[config.mk]
export PLATFORM = sky130hd
export DESIGN_NAME = rtc_irq_flags
export DESIGN_NICKNAME = d
export VERILOG_FILES = /design/src/rtl/rtc_flag_pkg.sv /design/src/rtl/rtc_flag_addr_match.sv /design/src/rtl/rtc_flag_cell.sv /design/src/rtl/rtc_irq_flags.sv
export SDC_FILE = /design/constraint.sdc
export NUM_CORES = 1
export LEC_CHECK = 0
export ABC_AREA = 1
export ABC_CLOCK_PERIOD_IN_PS = 800
export BUFFER_PORTS_ARGS = -buffer_cell sky130_fd_sc_hd__buf_4
export CAP_MARGIN = 15
export CORE_MARGIN = 1.5
export CORE_UTILIZATION = 38
export DETAILED_ROUTE_END_ITERATION = 8
export HOLD_SLACK_MARGIN = 0.15
export PLACE_DENSITY = 0.75
export SYNTH_ARGS = -nofsm -noshare
export SYNTH_HDL_FRONTEND = slang
export SYNTH_SLANG_ARGS = --single-unit
[constraint.sdc]
create_clock -name clk -period 0.8 [get_ports clk]
set_input_delay 0.08 -clock clk [delete_from_list [all_inputs] [get_ports clk]]
set_output_delay 0.08 -clock clk [all_outputs]
set_load 0.005 [all_outputs]
[src/rtl/rtc_flag_pkg.sv]
package rtc_flag_pkg;
  localparam int unsigned FLAG_W   = 8;
  localparam int unsigned POS_UPD  = 5;
  localparam int unsigned POS_TMR  = 4;
  localparam int unsigned POS_ALM  = 3;
  localparam int unsigned POS_VLOW = 1;
  localparam int unsigned POS_VDET = 0;
  localparam logic [FLAG_W-1:0] LIVE_MASK =
    FLAG_W'((1 << POS_UPD) | (1 << POS_TMR) | (1 << POS_ALM) | (1 << POS_VLOW) | (1 << POS_VDET));
  localparam logic [FLAG_W-1:0] RST_IMAGE = FLAG_W'(1 << POS_VLOW);
  localparam logic [FLAG_W-1:0] IRQ_MASK =
    FLAG_W'((1 << POS_UPD) | (1 << POS_TMR) | (1 << POS_ALM));
endpackage

[src/rtl/rtc_flag_addr_match.sv]
module rtc_flag_addr_match #(
  parameter int unsigned ADDR_W = 5,
  parameter int unsigned ADDR_A = 5'h0E,
  parameter int unsigned ADDR_B = 5'h1E
) (
  input  logic [ADDR_W-1:0] addr,
  output logic              hit
);
  localparam logic [ADDR_W-1:0] A_LOC = ADDR_W'(ADDR_A);
  localparam logic [ADDR_W-1:0] B_LOC = ADDR_W'(ADDR_B);

  always_comb hit = (addr == A_LOC) || (addr == B_LOC);
endmodule

[src/rtl/rtc_flag_cell.sv]
module rtc_flag_cell #(
  parameter logic RST_VAL = 1'b0
) (
  input  logic clk,
  input  logic rst,
  input  logic ev,
  input  logic wr_hit,
  input  logic wr_bit,
  output logic q
);
  logic clr;
  always_comb clr = wr_hit && !wr_bit;

  always_ff @(posedge clk) begin
    if (rst)      q <= RST_VAL;
    else if (ev)  q <= 1'b1;
    else if (clr) q <= 1'b0;
  end

  p_set_r2: assert property (@(posedge clk) disable iff (rst) ev |=> q);
  p_sticky_r2: assert property (@(posedge clk) disable iff (rst) (q && !clr) |=> q);
  p_clear_r3: assert property (@(posedge clk) disable iff (rst) (clr && !ev) |=> !q);
  p_keep_r3: assert property (@(posedge clk) disable iff (rst)
    (wr_hit && wr_bit && !ev) |=> (q == $past(q)));
  p_collide_r4: assert property (@(posedge clk) disable iff (rst) (ev && clr) |=> q);
endmodule

[src/rtl/rtc_irq_flags.sv]
module rtc_irq_flags
  import rtc_flag_pkg::*;
#(
  parameter int unsigned ADDR_W = 5,
  parameter int unsigned ADDR_A = 5'h0E,
  parameter int unsigned ADDR_B = 5'h1E
) (
  input  logic              clk,
  input  logic              rst,
  input  logic [ADDR_W-1:0] addr,
  input  logic              wr_en,
  input  logic [FLAG_W-1:0] wr_data,
  input  logic              rd_en,
  output logic [FLAG_W-1:0] rd_data,
  input  logic              ev_update,
  input  logic              ev_timer,
  input  logic              ev_alarm,
  input  logic              ev_vlow,
  input  logic              ev_vdet,
  input  logic              en_update,
  input  logic              en_timer,
  input  logic              en_alarm,
  output logic              irq_n
);
  logic              addr_hit;
  logic              wr_hit;
  logic [FLAG_W-1:0] ev_vec;
  logic [FLAG_W-1:0] en_vec;
  logic [FLAG_W-1:0] flag_img;

  rtc_flag_addr_match #(.ADDR_W(ADDR_W), .ADDR_A(ADDR_A), .ADDR_B(ADDR_B)) u_match (
    .addr(addr), .hit(addr_hit)
  );

  always_comb begin
    wr_hit = wr_en && addr_hit;
    ev_vec = '0;
    ev_vec[POS_UPD]  = ev_update;
    ev_vec[POS_TMR]  = ev_timer;
    ev_vec[POS_ALM]  = ev_alarm;
    ev_vec[POS_VLOW] = ev_vlow;
    ev_vec[POS_VDET] = ev_vdet;
    en_vec = '0;
    en_vec[POS_UPD] = en_update;
    en_vec[POS_TMR] = en_timer;
    en_vec[POS_ALM] = en_alarm;
  end

  for (genvar i = 0; i < FLAG_W; i++) begin : g_bit
    if (LIVE_MASK[i]) begin : g_live
      rtc_flag_cell #(.RST_VAL(RST_IMAGE[i])) u_cell (
        .clk(clk), .rst(rst), .ev(ev_vec[i]), .wr_hit(wr_hit),
        .wr_bit(wr_data[i]), .q(flag_img[i])
      );
    end else begin : g_rsvd
      assign flag_img[i] = 1'b0;
    end
  end

  always_ff @(posedge clk) begin
    if (rst) begin
      rd_data <= '0;
      irq_n   <= 1'b1;
    end else begin
      if (rd_en) rd_data <= addr_hit ? flag_img : '0;
      irq_n <= ~|(flag_img & en_vec & IRQ_MASK);
    end
  end

  p_rsvd_r5: assert property (@(posedge clk) disable iff (rst) (rd_data & ~LIVE_MASK) == '0);
  p_irq_on_r7: assert property (@(posedge clk) disable iff (rst)
    (|(flag_img & en_vec & IRQ_MASK)) |=> !irq_n);
  p_irq_off_r7: assert property (@(posedge clk) disable iff (rst)
    !(|(flag_img & en_vec & IRQ_MASK)) |=> irq_n);
  p_miss_r6: assert property (@(posedge clk) disable iff (rst)
    (wr_en && !addr_hit && ev_vec == '0) |=> $stable(flag_img));
  p_hold_r8: assert property (@(posedge clk) disable iff (rst) !rd_en |=> $stable(rd_data));
endmodule

==> metrics.cfg, run 1 <==
[global_routing]
overflow=0
grt_use_met1=0.189
grt_usage=0.180
grt_max_degree=11
gr-usage-met3=0.0694
top_usage_layer=met2
gr-usage-met2=0.300
grt_pass1_wl_mm=1.75
antenna_found_initial=0
grt_pass1_vias=451

[critical_path]
worstReg2RegEnd=rd_data[4]
crit_fanout=2
crit_path_end_kind=output pin
worst-path-buf-inv=1
critical_path_class=reg -> out
r2r-start=rd_data[4]
max_stage_delay_ps=330
path_cells=buf_6
cp.arrival_ps=710
rr_worst_depth=2
slowest_stage=dfxtp_2
crit_family=flip-flops
r2r_slack_ps=90
critPathLaunchType=flop
required_ps=720

[final_layout]
postLayoutCoreUtil=0.693
diodes=0
fin_nets=125
final_cell_mix=21 x buf_4, 14 x nand2_1, 9 x inv_1
syn_to_final_growth_pct=62.4
layout-drive-gt1-share=0.414
fin_cells=113
n_fill_cell=100
final_common_cell=buf_4
ff_latch_area_um2=226
multi_input_area_um2=219

[detailed_routing]
drt_first_pass_iters=4
drt-initial-drc-count=11
routed_wl_mm=1.25
vias=535
antenna_left=0
wl_per_cell_um=11.1
vias_per_cell=4.73
drcViolationCount=0

[clock_network]
cts_hold_buf=7
h-tree-depth=1
tritoncts=done
numCtsBuffers=3
cts_setup_buffers=0
cts-root-buf=clkbuf_4
clkTransAtPathRegs_ps=60
clk_latency_ps=260
clockBufferDepth=2
clock-sinks=11

[sta]
fin_crit_ps=785
setup_viol=0
fmax_mhz=1270
post-route-period-util=0.982
drv_slew=0
rsz0062_at_grt=yes
fin_skew_ps=1.26
hold_viol_final=0

[flow_run]
cap_violations=0

[outcome]
outcome=finished clean

[floorplan]
io-pin-count=34
core_area_mm2=0.00116
rows=12
die_h_um=39.0
dieArea_mm2=0.00152
initial_core_util=0.426
die_x_um=39.0

[placement]
numPlacedInstances=103
portBuffers=26
dp_hpwl_um=744
place_congestion=0.793

[pwr]
p_per_area_mw_per_mm2=1490
fin_total_pwr_uw=1190
vdd_drop_max_mv=1.35
p_leak_uw=0.000405

[yosys]
synth-seq-area-share=0.447
synthCells=65
synthesis.area_um2=493
ys_seq_elements=11
synth_top_area_share=0.447
synth_top_area_cell=dfxtp_1
ys_top_cells_by_area=dfxtp_1 45%, nand2_1 11%, a21oi_1 9.1%
synth_cell_types=14
syn_avg_cell_area_um2=7.58
yosys_warnings=0

[worst_hold_path]
min_path_cells=2
hold_end=g_bit[3].g_live.u_cell.q
hp-start=rst
holdCritPathClass=in -> reg

-- area by class of cell --
cell class | instances | area share
clock buffers | 4 | 0.0328
multi-input cells | 42 | 0.273
well taps | 14 | 0.0219
flip-flops and latches | 11 | 0.283
inverters | 10 | 0.0469
repair buffers | 32 | 0.342
-- cell usage after synthesis --
cell      number
a21oi_1        9
buf_4          3
clkbuf_2       1
conb_1         1
dfxtp_1       11
inv_1         10
nand2_1       14
nand2_2        2
nand2_4        1
nand3_1        5
nor2_1         1
nor2_8         1
o21ai_0        5
o21ai_2        1
-- worst max path at each step --
| stage | startpoint | end | slack (ps) | depth (start not counted) |
|---|---|---|---|---|
| 2_1_floorplan | addr[0] | g_bit[1].g_live.u_cell.q | 150 | 6 |
| 3_3_place_gp | addr[0] | g_bit[1].g_live.u_cell.q | -8 | 7 |
| 3_5_place_dp | addr[0] | g_bit[1].g_live.u_cell.q | -30 | 7 |
| 4_1_cts | rd_en | rd_data[5] | 0.6 | 3 |
| 5_1_grt | rd_data[4] | rd_data[4] | -30 | 1 |
| 6_report | rd_data[4] | rd_data[4] | 10 | 1 |
-- logic make-up after synthesis --
kind of cell / Yosys count / share of synthesized area
flip-flops: 11 / 0.447
other: 1 / 0.00761
buffers and inverters: 14 / 0.132
AND/OR/NAND/NOR: 24 / 0.254
AO/OA/AOI/OAI: 15 / 0.160
-- per-layer routing --
layer  vias up  share of wire  routed length, um
met5         -              0                  0
met4         0          0.030                 37
met3         8           0.10                127
met2        35           0.50                632
met1       227           0.36                456
li1        265              -                  -
-- report_power, final --
| group | switching [uW] | internal (uW) |
|---|---|---|
| Combinational | 92.2 | 137 |
| Sequential | 20.3 | 582 |
| Clock | 169 | 193 |
| Total | 282 | 912 |
-- registers in the layout (all words and copies together), names as in the netlist --
signal and cells:
rd_data 5, irq_n 1, g_bit.g_live.u_cell.q 5
-- through the flow --
step                TNS, ps  worst slack, ps  area, um2  hold WS (ps)
detailed placement    -65.5            -27.6        686           276
finish                    0             14.5        801          28.5
global route          -47.0            -25.5        801          19.5
global placement      -8.07            -8.07        686           266
CTS                       0            0.613        782          10.6
floorplan                 0              150        500           149
-- timing repair --
| item | CTS | global route |
|---|---|---|
| resized for setup | 0 | 12 |
| endpoints found under the setup margin | 0 | 11 |
| hold endpoints to repair | 11 | 10 |
Power figures use the tool's default switching activity.
==> inputs of run 2 (changes only) <==
--- a/config.mk
+++ b/config.mk
@@ -6,14 +6,12 @@
 export NUM_CORES = 1
 export LEC_CHECK = 0
 export ABC_AREA = 1
-export ABC_CLOCK_PERIOD_IN_PS = 800
-export BUFFER_PORTS_ARGS = -buffer_cell sky130_fd_sc_hd__buf_4
 export CAP_MARGIN = 15
-export CORE_MARGIN = 1.5
-export CORE_UTILIZATION = 38
+export CORE_AREA = 2 2 39 41
 export DETAILED_ROUTE_END_ITERATION = 8
+export DIE_AREA = 0 0 41 43
+export DONT_BUFFER_PORTS = 1
 export HOLD_SLACK_MARGIN = 0.15
-export PLACE_DENSITY = 0.75
 export SYNTH_ARGS = -nofsm -noshare
 export SYNTH_HDL_FRONTEND = slang
 export SYNTH_SLANG_ARGS = --single-unit
==> run 2 against run 1 <==
  * The flow now finishes with violations (negative hold slack)
  * Wire length down 13%
  * Sequential share of layout area up 4.5 points
  * Cell count down 13%
  * Total power down 7.0%
  * Combinational power down 38%
==> metrics.cfg, run 2 (synthesis gave the netlist of run 1 again) <==
[clock_network]
clkTransAtPathRegs_ps=70  ; was 60 ps
tritoncts=done  ; unchanged
cts_setup_buffers=0  ; unchanged
clk_latency_ps=260  ; about the same
clockBufferDepth=2  ; unchanged
numCtsBuffers=3  ; unchanged
cts_hold_buf=16  ; was 7
clock-sinks=11  ; unchanged
h-tree-depth=1  ; unchanged
cts-root-buf=clkbuf_4  ; unchanged

[final_layout]
fin_nets=108  ; was 125
stdcell_area_um2=672  ; was 801 um2
final_cell_mix=14 x nand2_1, 14 x dlygate4sd3_1, 11 x dfxtp_1  ; was 21 x buf_4, 14 x nand2_1, 9 x inv_1
multi_input_area_um2=215  ; was 219 um2
layout-drive-gt1-share=0.0976  ; was 0.414
syn_to_final_growth_pct=36.3  ; was 62.4%
diodes=0  ; unchanged
top_regs=g_bit.g_live.u_cell.q (5), rd_data (5), irq_n (1)  ; unchanged
ff_latch_area_um2=220  ; was 226 um2
n_fill_cell=153  ; was 100

[sta]
fin_skew_ps=7.16  ; was 1.26 ps
drv_slew=0  ; unchanged
hold_viol_final=6  ; was 0
fmax_mhz=1420  ; was 1270 MHz
setup_slack_ps=93.4  ; was 14.5 ps
post-route-period-util=0.883  ; was 0.982
setup_tns_ps=0  ; unchanged
fin_crit_ps=707  ; was 785 ps
setup_viol=0  ; unchanged
rsz0062_at_grt=no  ; was yes
hold_ws_ps=-91.9  ; was 28.5 ps

[placement]
portBuffers=0  ; was 26
place_congestion=0.697  ; was 0.793
pre_cts_ws_ps=83.2  ; was -27.6 ps
dp_hpwl_um=735  ; was 744 um
placed_area_um2=493  ; was 686 um2

[global_routing]
grt_use_met1=0.149  ; was 0.189
grt_pass1_wl_mm=1.77  ; was 1.75 mm
grt_pass1_vias=468  ; was 451
gr-usage-met2=0.259  ; was 0.300
antenna_found_initial=0  ; unchanged
gr-usage-met3=0.0524  ; was 0.0694
top_usage_layer=met2  ; unchanged
grt_max_degree=11  ; unchanged
grt_usage=0.149  ; was 0.180
overflow=0  ; unchanged

[detailed_routing]
antenna_left=0  ; unchanged
wl_per_cell_um=11.1  ; about the same
vias_per_cell=4.79  ; was 4.73
vias=469  ; was 535
drt_first_pass_iters=2  ; was 4
drcViolationCount=0  ; unchanged
routed_wl_mm=1.09  ; was 1.25 mm
drt-initial-drc-count=2  ; was 11

[floorplan]
dieArea_mm2=0.00176  ; was 0.00152 mm2
die_x_um=41  ; was 39.0 um
initial_core_util=0.356  ; was 0.426
rows=14  ; was 12
core_area_mm2=0.00138  ; was 0.00116 mm2
die_h_um=43  ; was 39.0 um
io-pin-count=34  ; unchanged

[critical_path]
crit_fanout=1  ; was 2
critical_path_class=in -> reg  ; was reg -> out
cp.arrival_ps=860  ; was 710 ps
crit_path_end_kind=flop  ; was output pin
required_ps=950  ; was 720 ps
max_stage_delay_ps=530  ; was 330 ps
slowest_stage=dlygate4sd3_1  ; was dfxtp_2
critPathLaunchType=input port  ; was flop
path_cells=dlygate4sd3_1 > inv_1 > nand3_1 > nand2_1 > a21oi_1  ; was buf_6

[pwr]
p_per_area_mw_per_mm2=1650  ; was 1490 mW/mm2
fin_total_pwr_uw=1110  ; was 1190 uW
vdd_drop_max_mv=0.822  ; was 1.35 mV
p_leak_uw=0.000321  ; was 0.000405 uW

[worst_hold_path]
holdCritPathClass=in -> reg  ; unchanged

[outcome]
violations=negative hold slack
outcome=complete, but fails checks  ; was finished clean

[flow_run]
cap_violations=0  ; unchanged

==> run 2: final timing paths <==
path                                 start                       end  slack (ps)  cells past startpoint
hold reg to reg   g_bit[1].g_live.u_cell.q  g_bit[1].g_live.u_cell.q         460                      2
hold / removal                       rd_en                rd_data[4]         -90                      1
setup reg to reg                rd_data[1]                rd_data[1]         140                      2
setup / recovery                wr_data[5]  g_bit[5].g_live.u_cell.q          90                      5
==> run 2: final cells by class <==
type                            instances  share of cell area
Timing Repair Buffer                   15               0.227
Inverter                               10              0.0559
Multi-Input combinational cell         42               0.320
Sequential cell                        11               0.328
Tap cell                               16              0.0298
Clock buffer                            4              0.0391
==> run 2: layer usage <==
layer	wire, um	vias to the layer above
met5	0	-
met4	0	0
met3	59	0
met2	664	12
met1	364	224
li1	-	233
==> run 2: power by group <==
group / total [uW] / internal [uW] / leakage [uW] / switching, uW
clock: 370 / 193 / 0.0000150 / 177
sequential: 599 / 579 / 0.0000912 / 19.4
combinational: 141 / 79.2 / 0.000215 / 62.2
total: 1110 / 851 / 0.000321 / 259
==> run 2: critical path: cells and delay by family <==
family,cells,cell delay [ps]
buf+inv,2,580
simple gates,2,140
compound gates,1,60
==> run 2: stage by stage <==
| step | std cells | utilization |
|---|---|---|
| final | 98 | 0.486 |
| after global routing | 98 | 0.486 |
| after CTS | 99 | 0.491 |
| after detailed placement | 79 | 0.356 |
| after global placement | 79 | 0.356 |
| after floorplan | 67 | - |
==> run 2: what timing repair did <==
action	4_1_cts	5_1_grt
resized for setup	0	1
hold endpoints to repair	11	7
endpoints found under the setup margin	0	10
==> inputs of run 3 (changes only) <==
==> constraint.sdc (replaced) <==
create_clock -name clk -period 0.8 [get_ports clk]
set_input_delay 0.12 -clock clk [delete_from_list [all_inputs] [get_ports clk]]
set_output_delay 0.12 -clock clk [all_outputs]
set_load 0.02 [all_outputs]
==> run 3 against run 2 <==
  * The run ends with negative hold slack, negative setup slack left
  * Fmax fell by 15%
  * Sequential share of layout area fell by 1.8 points
  * Register-to-register slack barely moved
  * Critical path type is now reg -> out
==> metrics.cfg, run 3 (synthesis gave the netlist of run 1 again) <==
[outcome]
outcome=complete, but fails checks  ; unchanged
violations=negative hold slack, negative setup slack  ; was negative hold slack

[detailed_routing]
top_layer=met3  ; unchanged
route.met2.wl_um=642  ; was 664 um
vias=474  ; was 469
drt_first_pass_iters=2  ; unchanged
vias_per_cell=4.60  ; was 4.79
wl_per_cell_um=11.1  ; about the same
met3_length_um=55  ; was 59 um
antenna_left=0  ; unchanged
drt-initial-drc-count=11  ; was 2
wl_met1_um=442  ; was 364 um
routed_wl_mm=1.14  ; was 1.09 mm
drcViolationCount=0  ; unchanged

[final_layout]
layout-drive-gt1-share=0.218  ; was 0.0976
fin_nets=113  ; was 108
postLayoutCoreUtil=0.532  ; was 0.486
top_regs=g_bit.g_live.u_cell.q (5), rd_data (5), irq_n (1)  ; unchanged
syn_to_final_growth_pct=49.2  ; was 36.3%
diodes=0  ; unchanged
final_cell_mix=14 x nand2_1, 14 x dlygate4sd3_1, 10 x inv_1  ; was 14 x nand2_1, 14 x dlygate4sd3_1, 11 x dfxtp_1

[floorplan]
die_x_um=41  ; unchanged
rows=14  ; unchanged
dieArea_mm2=0.00176  ; unchanged
die_h_um=43  ; unchanged
initial_core_util=0.356  ; unchanged
io-pin-count=34  ; unchanged
core_area_mm2=0.00138  ; unchanged

[critical_path]
path_depth=1  ; was 5
worst-path-buf-inv=1  ; was 2
critical_path_class=reg -> out  ; was in -> reg
critPathLaunchType=flop  ; was input port
required_ps=680  ; was 950 ps
slowest_stage=dfxtp_2  ; was dlygate4sd3_1
path_cells=buf_6  ; was dlygate4sd3_1 > inv_1 > nand3_1 > nand2_1 > a21oi_1
rr_worst_depth=3  ; was 2
r2r_slack_ps=140  ; about the same
crit_family=flip-flops  ; was buffers and inverters
crit_fanout=2  ; was 1
max_stage_delay_ps=330  ; was 530 ps
cp.arrival_ps=710  ; was 860 ps
crit_path_end_kind=output pin  ; was flop

[clock_network]
clockBufferDepth=2  ; unchanged
clkTransAtPathRegs_ps=70  ; about the same
h-tree-depth=1  ; unchanged
cts-root-buf=clkbuf_4  ; unchanged
cts_setup_buffers=0  ; unchanged
tritoncts=done  ; unchanged
clock-sinks=11  ; unchanged
numCtsBuffers=3  ; unchanged
cts_hold_buf=16  ; unchanged
clk_latency_ps=260  ; about the same

[placement]
place_congestion=0.757  ; was 0.697
portBuffers=0  ; unchanged
pre_cts_ws_ps=41.7  ; was 83.2 ps
dp_hpwl_um=738  ; was 735 um

[pwr]
netSwitchingFraction=0.253  ; was 0.233
p_sw_uw=298  ; was 259 uW
seqPwrFrac=0.516  ; was 0.539
internal_power_uw=878  ; was 851 uW
p_comb_frac=0.165  ; was 0.127
power_frac_clock=0.319  ; was 0.333
vdd_drop_max_mv=1.01  ; was 0.822 mV
p_per_area_mw_per_mm2=1600  ; was 1650 mW/mm2
p_leak_uw=0.000354  ; was 0.000321 uW

[global_routing]
grt_pass1_vias=481  ; was 468
antenna_found_initial=0  ; unchanged
grt_pass1_wl_mm=1.79  ; was 1.77 mm
grt_usage=0.153  ; was 0.149
overflow=0  ; unchanged
grt_max_degree=11  ; unchanged

[sta]
fin_skew_ps=2.35  ; was 7.16 ps
hold_ws_ps=-66.5  ; was -91.9 ps
fin_crit_ps=831  ; was 707 ps
rsz0062_at_grt=yes  ; was no
drv_slew=0  ; unchanged
post-route-period-util=1.04  ; was 0.883
setup_viol=5  ; was 0
setup_tns_ps=-140  ; was 0 ps
fmax_mhz=1200  ; was 1420 MHz
setup_slack_ps=-31.0  ; was 93.4 ps
hold_viol_final=5  ; was 6

[worst_hold_path]
holdCritPathClass=in -> reg  ; unchanged
min_path_cells=1  ; unchanged

[flow_run]
cap_violations=0  ; unchanged

run 3: changes by cell type in the layout (fill, tap and decap cells not counted):
cell	change
dfxtp_2	+6
dfxtp_1	-6
buf_6	+5
run 3: per-layer routing:
layer	global-route usage	up-vias
met2	0.266	14
met1	0.158	218
li1	-	242
met4	0.0800	0
met3	0.0314	0
met5	0	-
run 3: timing repair:
item                                   in CTS  in global routing
pin swaps                                   0                  0
setup endpoints to repair                   6                 15
endpoints found under the hold margin      11                  7
gates resized for setup                    11                  1
run 3: layout make-up:
| type | instances | area (um2) |
|---|---|---|
| clock buffer | 4 | 26.3 |
| sequential | 11 | 228 |
| timing repair buffer | 20 | 209 |
| tap | 16 | 20.0 |
| inverter | 10 | 37.5 |
| multi-input combinational | 42 | 215 |
| fill | 148 | 648 |
run 3: path summary, 6_finish.rpt:
kind / end / from
setup / recovery: rd_data[5] / rd_data[5]
hold / removal: rd_data[3] / rd_en
setup reg to reg: irq_n / g_bit[5].g_live.u_cell.q
hold reg to reg: g_bit[1].g_live.u_cell.q / g_bit[1].g_live.u_cell.q
run 3: metrics by stage:
step / power [uW] / instances / area, um2
final: 1180 / 103 / 736
after global routing: 1240 / 103 / 736
after CTS: 1200 / 104 / 743
after detailed placement: 733 / 84 / 531
after global placement: 731 / 84 / 531
after floorplan: 718 / 67 / 500
run 3: power groups by stage:
stage	clock network (uW)	logic, uW	registers, uW
after floorplan	0	92.0	626
after global placement	0	117	613
after detailed placement	0	120	614
after CTS	394	196	607
after global routing	412	213	610
final	375	194	607
